<file path="src/rtl/sr_sp_pkg.sv">
`timescale 1ns/1ps
package sr_sp_pkg;

  typedef enum logic [1:0] {
    BANK_USR  = 2'd0,
    BANK_INT  = 2'd1,
    BANK_MST  = 2'd2,
    BANK_NONE = 2'd3
  } bank_e;

  localparam int          SR_W     = 16;
  localparam int          BIT_S    = 13;
  localparam int          BIT_M    = 12;
  localparam int          NUM_BANK = 3;
  localparam logic [15:0] SR_RESET = 16'h2700;

  // Writable status bits for each layout variant.
  function automatic logic [15:0] status_mask(input bit ext);
    return ext ? 16'hF71F : 16'hA71F;
  endfunction

  // Bank selected by the supervisor and master bits.
  function automatic bank_e bank_of(input logic [15:0] sr);
    if (!sr[BIT_S])     return BANK_USR;
    else if (sr[BIT_M]) return BANK_MST;
    else                return BANK_INT;
  endfunction

endpackage

</file>
<file path="src/rtl/sr_word.sv">
`timescale 1ns/1ps
module sr_word
  import sr_sp_pkg::*;
#(
  parameter bit EXT = 1'b1
) (
  input  logic        clk,
  input  logic        rst_n,
  input  logic        we,
  input  logic [15:0] wdata,
  output logic [15:0] q,
  output bank_e       cur_bank,
  output bank_e       nxt_bank,
  output logic        swap
);
  localparam logic [15:0] MASK = status_mask(EXT);

  logic [15:0] q_r;
  logic [15:0] d;

  always_comb d = we ? (wdata & MASK) : q_r;

  always_ff @(posedge clk) begin
    if (!rst_n) q_r <= SR_RESET & MASK;
    else        q_r <= d;
  end

  assign q        = q_r;
  assign cur_bank = bank_of(q_r);
  assign nxt_bank = bank_of(d);
  assign swap     = (cur_bank != nxt_bank);
endmodule

</file>
<file path="src/rtl/sp_bank_file.sv">
`timescale 1ns/1ps
module sp_bank_file
  import sr_sp_pkg::*;
#(
  parameter int PTR_W = 32
) (
  input  logic             clk,
  input  logic             rst_n,
  input  bank_e            cur_bank,
  input  bank_e            nxt_bank,
  input  logic             swap,
  input  logic             a7_we,
  input  logic [PTR_W-1:0] a7_wdata,
  input  logic             wr_en,
  input  bank_e            wr_sel,
  input  logic [PTR_W-1:0] wr_data,
  input  bank_e            rd_sel,
  output logic [PTR_W-1:0] live,
  output logic [PTR_W-1:0] rd_data,
  output logic [PTR_W-1:0] incoming
);
  logic [PTR_W-1:0] live_q;
  logic [PTR_W-1:0] live_d;
  logic [PTR_W-1:0] shd_q   [NUM_BANK];
  logic [PTR_W-1:0] shd_pre [NUM_BANK];

  // Live value after this cycle's writes, before any swap.
  always_comb begin
    if (a7_we)                             live_d = a7_wdata;
    else if (wr_en && wr_sel == cur_bank)  live_d = wr_data;
    else                                   live_d = live_q;
  end

  for (genvar i = 0; i < NUM_BANK; i++) begin : g_shadow
    always_comb begin
      if (wr_en && wr_sel == bank_e'(i) && cur_bank != bank_e'(i))
        shd_pre[i] = wr_data;
      else
        shd_pre[i] = shd_q[i];
    end

    always_ff @(posedge clk) begin
      if (!rst_n)                              shd_q[i] <= '0;
      else if (swap && cur_bank == bank_e'(i)) shd_q[i] <= live_d;
      else                                     shd_q[i] <= shd_pre[i];
    end
  end

  always_comb begin
    case (nxt_bank)
      BANK_USR: incoming = shd_pre[0];
      BANK_INT: incoming = shd_pre[1];
      BANK_MST: incoming = shd_pre[2];
      default:  incoming = '0;
    endcase
  end

  always_ff @(posedge clk) begin
    if (!rst_n)    live_q <= '0;
    else if (swap) live_q <= incoming;
    else           live_q <= live_d;
  end

  always_comb begin
    if (rd_sel == BANK_NONE)     rd_data = '0;
    else if (rd_sel == cur_bank) rd_data = live_q;
    else begin
      case (rd_sel)
        BANK_USR: rd_data = shd_q[0];
        BANK_INT: rd_data = shd_q[1];
        default:  rd_data = shd_q[2];
      endcase
    end
  end

  assign live = live_q;
endmodule

</file>
<file path="src/rtl/fc_reg.sv">
`timescale 1ns/1ps
module fc_reg #(
  parameter int IN_W = 32,
  parameter int FC_W = 3
) (
  input  logic            clk,
  input  logic            rst_n,
  input  logic            we,
  input  logic [IN_W-1:0] wdata,
  output logic [FC_W-1:0] q
);
  logic fc_unused_hi;
  assign fc_unused_hi = ^wdata[IN_W-1:FC_W];

  always_ff @(posedge clk) begin
    if (!rst_n)  q <= '0;
    else if (we) q <= wdata[FC_W-1:0];
  end
endmodule

</file>
<file path="src/rtl/sr_sp_unit.sv">
`timescale 1ns/1ps
module sr_sp_unit
  import sr_sp_pkg::*;
#(
  parameter int PTR_W = 32,
  parameter bit EXT   = 1'b1,
  parameter int FC_W  = 3
) (
  input  logic             clk,
  input  logic             rst_n,
  input  logic             sr_we,
  input  logic [15:0]      sr_wdata,
  output logic [15:0]      sr_rdata,
  output logic [1:0]       active_bank,
  input  logic             a7_we,
  input  logic [PTR_W-1:0] a7_wdata,
  output logic [PTR_W-1:0] a7_rdata,
  input  logic             bank_we,
  input  logic [1:0]       bank_sel,
  input  logic [PTR_W-1:0] bank_wdata,
  input  logic [1:0]       bank_rsel,
  output logic [PTR_W-1:0] bank_rdata,
  input  logic             sfc_we,
  input  logic [PTR_W-1:0] sfc_wdata,
  output logic [FC_W-1:0]  sfc_rdata,
  input  logic             dfc_we,
  input  logic [PTR_W-1:0] dfc_wdata,
  output logic [FC_W-1:0]  dfc_rdata
);
  localparam int NUM_FC = 2;

  // Named internal events, brought out for the checker.
  bank_e            cur_bank;
  bank_e            nxt_bank;
  logic             bank_swap;
  logic [PTR_W-1:0] incoming_shadow;

  sr_word #(.EXT(EXT)) u_sr (
    .clk      (clk),
    .rst_n    (rst_n),
    .we       (sr_we),
    .wdata    (sr_wdata),
    .q        (sr_rdata),
    .cur_bank (cur_bank),
    .nxt_bank (nxt_bank),
    .swap     (bank_swap)
  );

  sp_bank_file #(.PTR_W(PTR_W)) u_sp (
    .clk      (clk),
    .rst_n    (rst_n),
    .cur_bank (cur_bank),
    .nxt_bank (nxt_bank),
    .swap     (bank_swap),
    .a7_we    (a7_we),
    .a7_wdata (a7_wdata),
    .wr_en    (bank_we),
    .wr_sel   (bank_e'(bank_sel)),
    .wr_data  (bank_wdata),
    .rd_sel   (bank_e'(bank_rsel)),
    .live     (a7_rdata),
    .rd_data  (bank_rdata),
    .incoming (incoming_shadow)
  );

  assign active_bank = cur_bank;

  logic [NUM_FC-1:0]  fc_we;
  logic [PTR_W-1:0]   fc_wd [NUM_FC];
  logic [FC_W-1:0]    fc_q  [NUM_FC];

  assign fc_we    = {dfc_we, sfc_we};
  assign fc_wd[0] = sfc_wdata;
  assign fc_wd[1] = dfc_wdata;

  for (genvar k = 0; k < NUM_FC; k++) begin : g_fc
    fc_reg #(.IN_W(PTR_W), .FC_W(FC_W)) u_fc (
      .clk   (clk),
      .rst_n (rst_n),
      .we    (fc_we[k]),
      .wdata (fc_wd[k]),
      .q     (fc_q[k])
    );
  end

  assign sfc_rdata = fc_q[0];
  assign dfc_rdata = fc_q[1];
endmodule

</file>
<file path="config.mk">
export PLATFORM = sky130hd
export DESIGN_NAME = sr_sp_unit
export DESIGN_NICKNAME = d
export VERILOG_FILES = /design/src/rtl/sr_sp_pkg.sv /design/src/rtl/sr_word.sv /design/src/rtl/sp_bank_file.sv /design/src/rtl/fc_reg.sv /design/src/rtl/sr_sp_unit.sv
export SDC_FILE = /design/constraint.sdc
export NUM_CORES = 1
export LEC_CHECK = 0
export BUFFER_PORTS_ARGS = -buffer_cell sky130_fd_sc_hd__buf_2
export CELL_PAD_IN_SITES_DETAIL_PLACEMENT = 0
export CELL_PAD_IN_SITES_GLOBAL_PLACEMENT = 1
export CORE_MARGIN = 5
export CORE_UTILIZATION = 42
export CTS_CLUSTER_SIZE = 20
export DETAILED_ROUTE_END_ITERATION = 16
export PLACE_DENSITY_LB_ADDON = 0.1
export SYNTH_ARGS = -nofsm -noshare
export SYNTH_HDL_FRONTEND = slang
export SYNTH_HIERARCHICAL = 1
export SYNTH_SLANG_ARGS = --single-unit
</file>
<file path="constraint.sdc">
create_clock -name clk -period 2.8 [get_ports clk]
set_input_delay 0.28 -clock clk [delete_from_list [all_inputs] [get_ports clk]]
set_output_delay 0.28 -clock clk [all_outputs]
set_load 0.03 [all_outputs]
</file>
==> After elaboration in Yosys (flattened, before gate mapping) <==
Memory sizes are Yosys's and may differ from the RTL's.
Cells that the tools add are included.
{ "word_totals": {"ff_bits": 50, "ramBits": 96, "input_bits": 155, "out_inout_bits": 88, "wordCells": 80, "mem_count": 1} }
{ "mem_list": {"columns": ["name", "words", "width", "rd", "rd_clocked_by_memory_dff", "write_ports", "line", "text"], "rows": [
  ["u_sp.shd_q", 3, 32, 3, 0, 3, "sp_bank_file.sv:24", "logic [PTR_W-1:0] shd_q [NUM_BANK];"]
]} }
{ "classes": {"eq_ne": 13, "mux": 40, "bitwise": 6, "reduce_logical": 15} }
{ "ops": {"columns": ["operator", "n"], "rows": [
  ["$mux W32", 14],
  ["$pmux W32 S3", 1],
  ["$pmux W32 S2", 1],
  ["$mux W1", 19],
  ["$mux W14", 1],
  ["$logic_and A1 B1 Y1", 10],
  ["$eq A2 B1 Y1 const B", 4],
  ["$eq A2 B2 Y1 const B", 4],
  ["$logic_not A2 Y1", 4],
  ["$mux W2", 4],
  ["$or A1 B1 Y1", 6],
  ["$eq A2 B2 Y1", 2],
  ["$ne A2 B1 Y1 const B", 1],
  ["$ne A2 B2 Y1", 1],
  ["$ne A2 B2 Y1 const B", 1],
  ["$reduce_bool A2 Y1", 1]
]} }

==> Logic depth before layout (Yosys ltp) <==
Gate-level depths: netlist of the first run.
{ "depth": {"ltp_word": 10, "ltp_mapped": 10, "mapped_depth_nobuf": 7} }

==> Hierarchy <==
The synthesis of the first run kept the hierarchy.
{ "modules_own_cells": {"columns": ["module", "instances", "cells_per_inst", "area_per_inst_um2"], "rows": [
  ["sp_bank_file", 1, 834, 8755.9],
  ["sr_word", 1, 54, 553.0],
  ["fc_reg", 2, 9, 108.9]
]} }

==> Worst setup path after synthesis of the first run <==
OpenSTA, ideal clock, no wires.
{ "synth_timing": {"kind": "register to output", "from": "register u_sr.q_r[13] (netlist: u_sr/q[13])", "to": "output bank_rdata[10]", "arrival_time_ns": 2.720, "required_ns": 2.520, "slack_ns": -0.200, "stages_incl_launch_ff": 8, "cell_sequence": "dfxtp_1 nor2b_1 xnor2_1 nand2_1 nand2b_1 buf_1 o22ai_1 a21oi_1"} }
{ "synth_via": {"elab_chain_len": 4} }
{ "synth_rtl": {"columns": ["element", "line", "text"], "rows": [
  ["start: declaration", "sr_word.sv:18", "logic [15:0] q_r;"],
  ["start signal: assignment", "sr_word.sv:24", "if (!rst_n) q_r <= SR_RESET & MASK;"],
  ["$mux W2", "sr_sp_pkg.sv:24", "if (!sr[BIT_S]) return BANK_USR;"],
  ["via active_bank[0]", "sr_sp_unit.sv:14", "output logic [1:0] active_bank,"],
  ["$eq A2 B2 Y1", "sp_bank_file.sv:66", "else if (rd_sel == cur_bank) rd_data = live_q;"],
  ["$mux W32", "sp_bank_file.sv:66", null],
  ["$mux W32", "sp_bank_file.sv:65", "if (rd_sel == BANK_NONE) rd_data = '0;"],
  ["end: declaration", "sr_sp_unit.sv:22", "output logic [PTR_W-1:0] bank_rdata,"]
]} }
The timed path passes the listed nets, and every way through them passes these cells.

==> Worst setup path in the final report of the first run <==
{ "layout_timing": {"from": "register u_sr.q_r[13] (netlist: u_sr/q[13])", "to": "output bank_rdata[15]"} }
{ "layout_via": {"elab_chain_len": 4} }
{ "layout_rtl": {"columns": ["element", "line"], "rows": [
  ["$mux W2", "sr_sp_pkg.sv:24"],
  ["$eq A2 B2 Y1", "sp_bank_file.sv:66"],
  ["$mux W32", "sp_bank_file.sv:66"],
  ["$mux W32", "sp_bank_file.sv:65"]
]} }
Every way passes these cells.

==> results of run 1 <==
registers in the layout, summed over array words and instances, names as in the netlist:
name and flops:
g_fc.u_fc/q 6, u_sr/q 12, u_sp/live 32, u_sp/shd_q 96
worst register-to-register path, delay by kind of cell, from the launching register on:
| kind | cells | cell delay (ns) |
|---|---|---|
| flip-flops | 1 | 0.41 |
| multiplexers | 1 | 0.27 |
| AO/OA/AOI/OAI | 2 | 0.26 |
| buffers and inverters | 1 | 0.30 |
| AND/OR/NAND/NOR | 3 | 1.15 |
how the worst min path moves through the flow:
stage | startpoint | end | slack [ns] | cells past startpoint
floorplan | rst_n | g_fc[0].u_fc/q[0] | 0.41 | 1
global placement | u_sr/q[10] | u_sr/q[10] | 0.46 | 2
detailed placement | u_sr/q[10] | u_sr/q[10] | 0.46 | 2
CTS | sr_wdata[10] | u_sr/q[10] | 0.06 | 3
global route | sr_wdata[10] | u_sr/q[10] | 0.07 | 3
finish | sr_wdata[10] | u_sr/q[10] | 0.07 | 3
cell usage in the layout, fill, tap and decap left out, types with 2 or more instances in the layout:
cell type     n
buf_2       176
mux2i_1     142
o22ai_1     131
conb_1      100
edfxtp_1     96
mux2_2       88
nand2_1      54
dfxtp_1      49
buf_4        48
o21bai_1     32
a21oi_1      32
nor2b_1      19
nand3_1      19
o2bb2ai_1    19
clkbuf_16    17
o221ai_1     17
o22a_1       12
o2111ai_1     9
inv_1         8
and3_1        7
nand2b_1      5
xnor2_1       5
buf_12        5
bufinv_16     4
a2111o_1      3
and2_1        3
a222oi_1      3
clkinvlp_4    2
clkbuf_1      2
clkinv_4      2
clkinv_2      2
inv_6         2
mux2_4        2
nand3_2       2
timing repair:
action,4_1_cts,5_1_grt
resized for setup,3,5
endpoints found under the setup margin,28,33
buffers inserted,0,2
power breakdown:
part / total, mW / switching (mW) / leakage [nW] / internal [mW]
clock: 2.43 / 0.941 / 0.295 / 1.49
combinational: 1.81 / 1.13 / 3.68 / 0.681
sequential: 2.62 / 0.116 / 1.40 / 2.50
total: 6.87 / 2.19 / 5.37 / 4.68
cell type report:
| type | count | area, um2 | area share (%) |
|---|---|---|---|
| Multi-Input combinational cell | 715 | 5270 | 45.8 |
| Sequential cell | 146 | 3880 | 33.8 |
| Inverter | 8 | 30.0 | 0.261 |
| Clock inverter | 13 | 184 | 1.60 |
| Clock buffer | 19 | 433 | 3.76 |
| Timing Repair Buffer | 230 | 1360 | 11.8 |
| Tap cell | 280 | 350 | 3.04 |
through the flow:
step / TNS (ns) / area, um2
5_1_grt: -0.0377 / 11500
4_1_cts: 0 / 11500
3_3_place_gp: 0 / 10900
2_1_floorplan: 0 / 9540
3_5_place_dp: 0 / 10900
6_report: 0 / 11500
metal layers:
layer | GRT usage [%] | up-vias | share of wire (%)
met4 | 6.27 | 0 | 1.4
met5 | 0 | - | 0
li1 | - | 3802 | -
met2 | 40.4 | 351 | 47
met3 | 3.58 | 34 | 7.6
met1 | 34.9 | 3976 | 44
==> results.cfg, run 1 <==
[die]
fp.coreArea_mm2 = 0.0217
ios = 243
die_h_um = 158
die_area_mm2 = 0.0249
rows = 54
die_x_um = 158
start_util_pct = 42.3

[worst_setup_path]
critPathCaptureType = primary output
cp-start-kind = flop
critPathLaunch = u_sr/q[13]
cp.required_ns = 2.52
rr_endpoint = u_sp/live[31]
worst-path-max-fanout = 19
cp_num_buf_inv = 2
r2r_start = u_sr/q[13]
cp_num_cells = 7
cp_cell_sequence = nor2b_4, xnor2_1, and2_1, buf_4, o21bai_1, a21oi_1, buf_2
crit_arrival_ns = 2.39
rrSetupSlack_ns = 0.25
crit_slowest_cell = dfxtp_1
crit_family = buffers and inverters
endpoint = bank_rdata[15]
rr_worst_depth = 7
path_class = reg2out
crit_path_max_incr_delay_ns = 0.41

[synth]
syn_area_per_cell_um2 = 10.7
yosysWarnings = 6
synth.cell_area_mm2 = 0.00917
synthCells = 858

[global_route]
grt_util_all_layers_pct = 24.8
grt_overflow = 0
grt_pass1_wl_mm = 47.0
grt_max_degree = 65
antenna_found_initial = 0
grt_pass1_vias = 8048

[layout]
drive_above_1_share_pct = 31.8
fin_cells = 1411
finalNetCount = 1273
nFillCells = 2042
syn2layout_area_growth_pct = 25.5
antenna_cells = 0
post-route-util_pct = 53.1

[placed_design]
dpl.hpwl_mm = 20.4
placed_cells = 1377
place_ws_ns = 0.152
gp_congestion = 0.821
port_buffers = 176

[run]
cap_violations = 0

[sta]
final_max_slew_viol_count = 0
setup_viol = 0
finalHoldWorstSlack_ns = 0.0680
finalCritPeriodShare_pct = 95.5
slew_headroom_pct = 38.4
rsz0062_at_grt = yes
fin_crit_ns = 2.67
worst_slew_pin_slew_ns = 0.924
hold_viol = 0
worst_clock_skew_ns = 0.00744
max_freq_mhz = 374
setup_ws_ns = 0.127

[routing]
wl_mm = 31.1
via_count = 8163
antenna_left = 0
drt_iter0_drc = 595
route.detailed.drc = 0
drt-vias-per-instance = 5.79
dr.pass1.iters = 5
wl_per_cell_um = 22.0

[clock_network]
cts_made_buffers = 17
cts_sinks = 146
clk_latency_ns = 0.43
cts_tree = built
root_buffer = clkbuf_16
h-tree-depth = 4
clock_tree.buffer_depth = 2
hold_buffers = 0
path_clk_slew_ns = 0.06

[outcome]
status = finished, final reports clean

[min_path]
min_path_type = in2reg

[pwr]
ir_drop_mv = 0.373
p_total_mw = 6.87
p_leak_nw = 5.37
powerDensity_mw_per_mm2 = 597
(Power assumes the default switching activity.)
==> inputs of run 2 (changes only) <==
CORE_ASPECT_RATIO = 0.5   (was not set)
==> results.cfg, run 2 (synthesis gave the netlist of run 1 again) <==
[clock_network]
root_buffer = clkbuf_16
cts_tree = built
h-tree-depth = 4
clk_latency_ns = 0.44
cts_made_buffers = 17
clock_tree.buffer_depth = 2
path_clk_slew_ns = 0.06
cts_sinks = 146

[routing]
drt-vias-per-instance = 5.82
dr.pass1.iters = 8
route.detailed.drc = 0
via_count = 8353
wl_per_cell_um = 22.5
antenna_left = 0
drt_iter0_drc = 639
wl_mm = 32.4

[placed_design]
gp_congestion = 0.850
place_area_mm2 = 0.0109
dpl.hpwl_mm = 21.6
port_buffers = 176

[global_route]
antenna_found_initial = 1
grt_pass1_wl_mm = 48.4
grt_overflow = 0
grt_max_degree = 44
grt_pass1_vias = 8101
grt_util_all_layers_pct = 25.4

[sta]
worst_slew_pin_slew_ns = 0.702
rsz0062_at_grt = no
worst_clock_skew_ns = 0.00874
setup_viol = 0
finalCritPeriodShare_pct = 97.1
hold_viol = 0
fin_crit_ns = 2.72
max_freq_mhz = 368
final_max_slew_viol_count = 0
slew_headroom_pct = 53.1
tns_ns = 0

[pwr]
p_leak_nw = 5.40
powerDensity_mw_per_mm2 = 581
ir_drop_mv = 0.404

[layout]
drive_above_1_share_pct = 32.0
finalNetCount = 1278
layout_common_cells = buf_2 (175), mux2i_1 (142), o22ai_1 (131)
fin_area_mm2 = 0.0116
largest_reg_flops = 96
regArea_mm2 = 0.00388
multi_input_area_mm2 = 0.00527
final_common_cell = buf_2
antenna_cells = 0
nFillCells = 2044
syn2layout_area_growth_pct = 26.2
regMostFlops = u_sp/shd_q

[die]
die_x_um = 219
rows = 38
die_h_um = 114
fp.coreArea_mm2 = 0.0216
start_util_pct = 42.5
die_area_mm2 = 0.0251
ios = 243

[worst_setup_path]
rrSetupSlack_ns = 0.18
path_class = reg2out
cp_num_buf_inv = 2
crit_path_max_incr_delay_ns = 0.41
crit_family = buffers and inverters
critPathCaptureType = primary output
cp-start-kind = flop
crit_arrival_ns = 2.44
cp_cell_sequence = nor2b_4, xnor2_1, nand2_1, buf_8, o22ai_1, a21oi_1, buf_2
cp.required_ns = 2.52
crit_slowest_cell = dfxtp_1
worst-path-max-fanout = 32

[min_path]
min_path_type = in2reg

[outcome]
status = finished, final reports clean

[run]
cap_violations = 0
[run 2: cell types whose count changed in the layout (fill, tap and decap cells not counted), sizes merged]
cell and change:
buf +3, clkinv -1, bufinv -4, clkinvlp -2, inv -2, clkbuf +11
[run 2: tightest hold or removal path: stages]
cell	delay (ns)
buf_2	0.08
mux2i_1	0.05
nand2_1	0.06
[run 2: layer usage]
| layer | part of all wire (%) | track usage [%] | vias to the layer above |
|---|---|---|---|
| li1 | - | - | 3821 |
| met1 | 47 | 37.8 | 4068 |
| met2 | 42 | 37.5 | 419 |
| met3 | 9.4 | 5.10 | 43 |
| met4 | 1.6 | 7.48 | 2 |
| met5 | 0.037 | 0 | - |
[run 2: path summary, 6_finish.rpt]
kind          startpoint        endpoint  cells after the start
max           u_sr/q[13]  bank_rdata[30]                      7
min          sr_wdata[8]       u_sr/q[8]                      3
max reg2reg   u_sr/q[13]    u_sp/live[1]                     10
min reg2reg    u_sr/q[8]       u_sr/q[8]                      2
[run 2: what timing repair did]
| item | CTS | global route |
|---|---|---|
| hold buffers | 0 | 0 |
| buffers inserted | 0 | 4 |
| pin swaps | 0 | 0 |
| resized for setup | 3 | 5 |
| cloned | 0 | 1 |
| setup endpoints to repair | 32 | 11 |
[run 2: area by class of cell]
class,count,share of cell area [%]
clock inverter,4,0.173
multi-input combinational,715,45.6
sequential,146,33.6
timing repair buffer,235,12.3
inverter,8,0.260
clock buffer,28,4.84
tap,300,3.25
[run 2: report_power, final]
part / internal (mW) / switching (mW) / total, mW / leakage (nW)
Clock: 1.35 / 0.903 / 2.26 / 0.290
Sequential: 2.50 / 0.116 / 2.62 / 1.40
Combinational: 0.693 / 1.15 / 1.85 / 3.72
[run 2: through the flow]
stage               util [%]  instances  total power [mW]  hold WS (ns)  setup WS (ns)
finish                  53.6       1436              6.72        0.0607         0.0803
global route            53.6       1436              7.01        0.0540         0.0265
CTS                     53.2       1431              6.73        0.0339         0.0533
detailed placement      50.5       1399              4.46         0.456          0.193
global placement        50.5       1399              4.44         0.453          0.262
floorplan                  -        956              3.83         0.408         0.0512
==> inputs of run 3 (changes only) <==
PLACE_DENSITY_LB_ADDON = 0.25   (was 0.1)
SLEW_MARGIN = 10   (was not set)
==> results.cfg, run 3 (synthesis gave the netlist of run 1 again) <==
[global_route]
grt_util_all_layers_pct = 24.5
grt_util_met2_pct = 38.0
antenna_found_initial = 1
grt.met1_usage_pct = 34.0
busiest_layer = met2
grt_pass1_vias = 8343
grt_overflow = 0
use_met3_pct = 7.58
grt_pass1_wl_mm = 47.4
grt_max_degree = 43

[sta]
setup_viol = 0
worst_clock_skew_ns = 0.00783
fin_crit_ns = 2.69
finalHoldWorstSlack_ns = 0.0701
finalCritPeriodShare_pct = 96.0
hold_viol = 0
slew_headroom_pct = 53.2
worst_slew_pin_slew_ns = 0.700
final_max_slew_viol_count = 0
max_freq_mhz = 372

[pwr]
p_int_mw = 4.72
p_leak_nw = 5.39
clockPowerShare_pct = 35.4
switchingPower_mw = 2.18
combPwrFrac_pct = 26.6
seqPwrFrac_pct = 38.0
ir_drop_mv = 0.438
p_total_mw = 6.89
powerDensity_mw_per_mm2 = 596
switching_share_pct = 31.6

[die]
die_area_mm2 = 0.0251
rows = 38
fp.coreArea_mm2 = 0.0216
ios = 243
start_util_pct = 42.5
die_h_um = 114
die_x_um = 219

[worst_setup_path]
crit_slowest_cell = dfxtp_1
cp_cell_sequence = nor2b_4, xnor2_1, nand2_1, nand2b_1, buf_4, o22ai_1, a21oi_1, buf_2
path_class = reg2out
cp-start-kind = flop
cp.required_ns = 2.52
worst-path-max-fanout = 14
critPathCaptureType = primary output
rr_worst_depth = 9
crit_arrival_ns = 2.41
crit_path_max_incr_delay_ns = 0.41

[placed_design]
gp_congestion = 0.868
port_buffers = 176
dpl.hpwl_mm = 21.7

[routing]
route.detailed.drc = 0
drt_iter0_drc = 656
wl_mm = 31.5
wl_per_cell_um = 22.0
drt-vias-per-instance = 5.79
via_count = 8295
antenna_left = 0
dr.pass1.iters = 5

[clock_network]
path_clk_slew_ns = 0.06
cts_tree = built
h-tree-depth = 4
clk_latency_ns = 0.43
cts_made_buffers = 17
cts_sinks = 146
clock_tree.buffer_depth = 2
hold_buffers = 0
root_buffer = clkbuf_16

[min_path]
min_path_cells = 3
min_path_type = in2reg

[run]
cap_violations = 0

[layout]
largest_reg_flops = 96
final_common_cell = buf_2
finalNetCount = 1274
antenna_cells = 0
nFillCells = 1992
syn2layout_area_growth_pct = 26.2
drive_above_1_share_pct = 31.6
regMostFlops = u_sp/shd_q
layout_common_cells = buf_2 (176), mux2i_1 (142), o22ai_1 (131)

[outcome]
status = finished, final reports clean
## run 3: through the flow
step	instances	instance area [um2]	TNS [ns]	worst slack (ns)	utilization, %
2_1_floorplan	956	9540	0	0.0512	-
6_report	1432	11600	0	0.113	53.6
4_1_cts	1430	11500	0	0.00596	53.5
3_3_place_gp	1398	10900	0	0.229	50.6
5_1_grt	1432	11600	-0.0167	-0.0167	53.6
3_5_place_dp	1398	10900	0	0.145	50.6
## run 3: what timing repair did
action | 4_1_cts | 5_1_grt
gates resized for setup | 1 | 3
endpoints found under the hold margin | 0 | 0
setup buffers | 0 | 2
endpoints found under the setup margin | 2 | 41
## run 3: final timing paths
path                              startpoint             end  slack [ns]
worst min register to register     u_sr/q[9]       u_sr/q[9]        0.47
worst min-delay path            sr_wdata[10]      u_sr/q[10]        0.07
worst max register to register    u_sr/q[13]    u_sp/live[7]        0.16
worst max-delay path              u_sr/q[13]  bank_rdata[20]        0.11
## run 3: layout make-up
class | count | area [um2] | area share [%]
flip-flops and latches | 146 | 3880 | 33.6
well taps | 300 | 375 | 3.25
clock buffers | 20 | 457 | 3.95
clock inverters | 12 | 161 | 1.40
multi-input cells | 715 | 5260 | 45.5
repair buffers | 231 | 1400 | 12.1
inverters | 8 | 30.0 | 0.260
## run 3: critical path: cells and delay by family (launching register included)
family | cells | cell delay (ns)
AOI/OAI and AO/OA | 2 | 0.35
xor gates and xnor gates | 1 | 0.16
buffers and inverters | 2 | 0.52
DFF | 1 | 0.41
and+or+nand+nor | 3 | 0.54
## run 3: layer usage
layer,part of all wire (%),wire length (um)
met1,45,14100
met2,44,13800
met3,10,3160
met4,1.2,386
met5,0.022,7
## run 3: power by group through the flow
stage / logic [mW] / clock network (mW) / registers (mW)
after global placement: 1.78 / 0 / 2.65
final: 1.83 / 2.44 / 2.62
after global routing: 1.95 / 2.59 / 2.64
after detailed placement: 1.80 / 0 / 2.66
after floorplan: 1.07 / 0 / 2.76
after CTS: 1.81 / 2.48 / 2.62
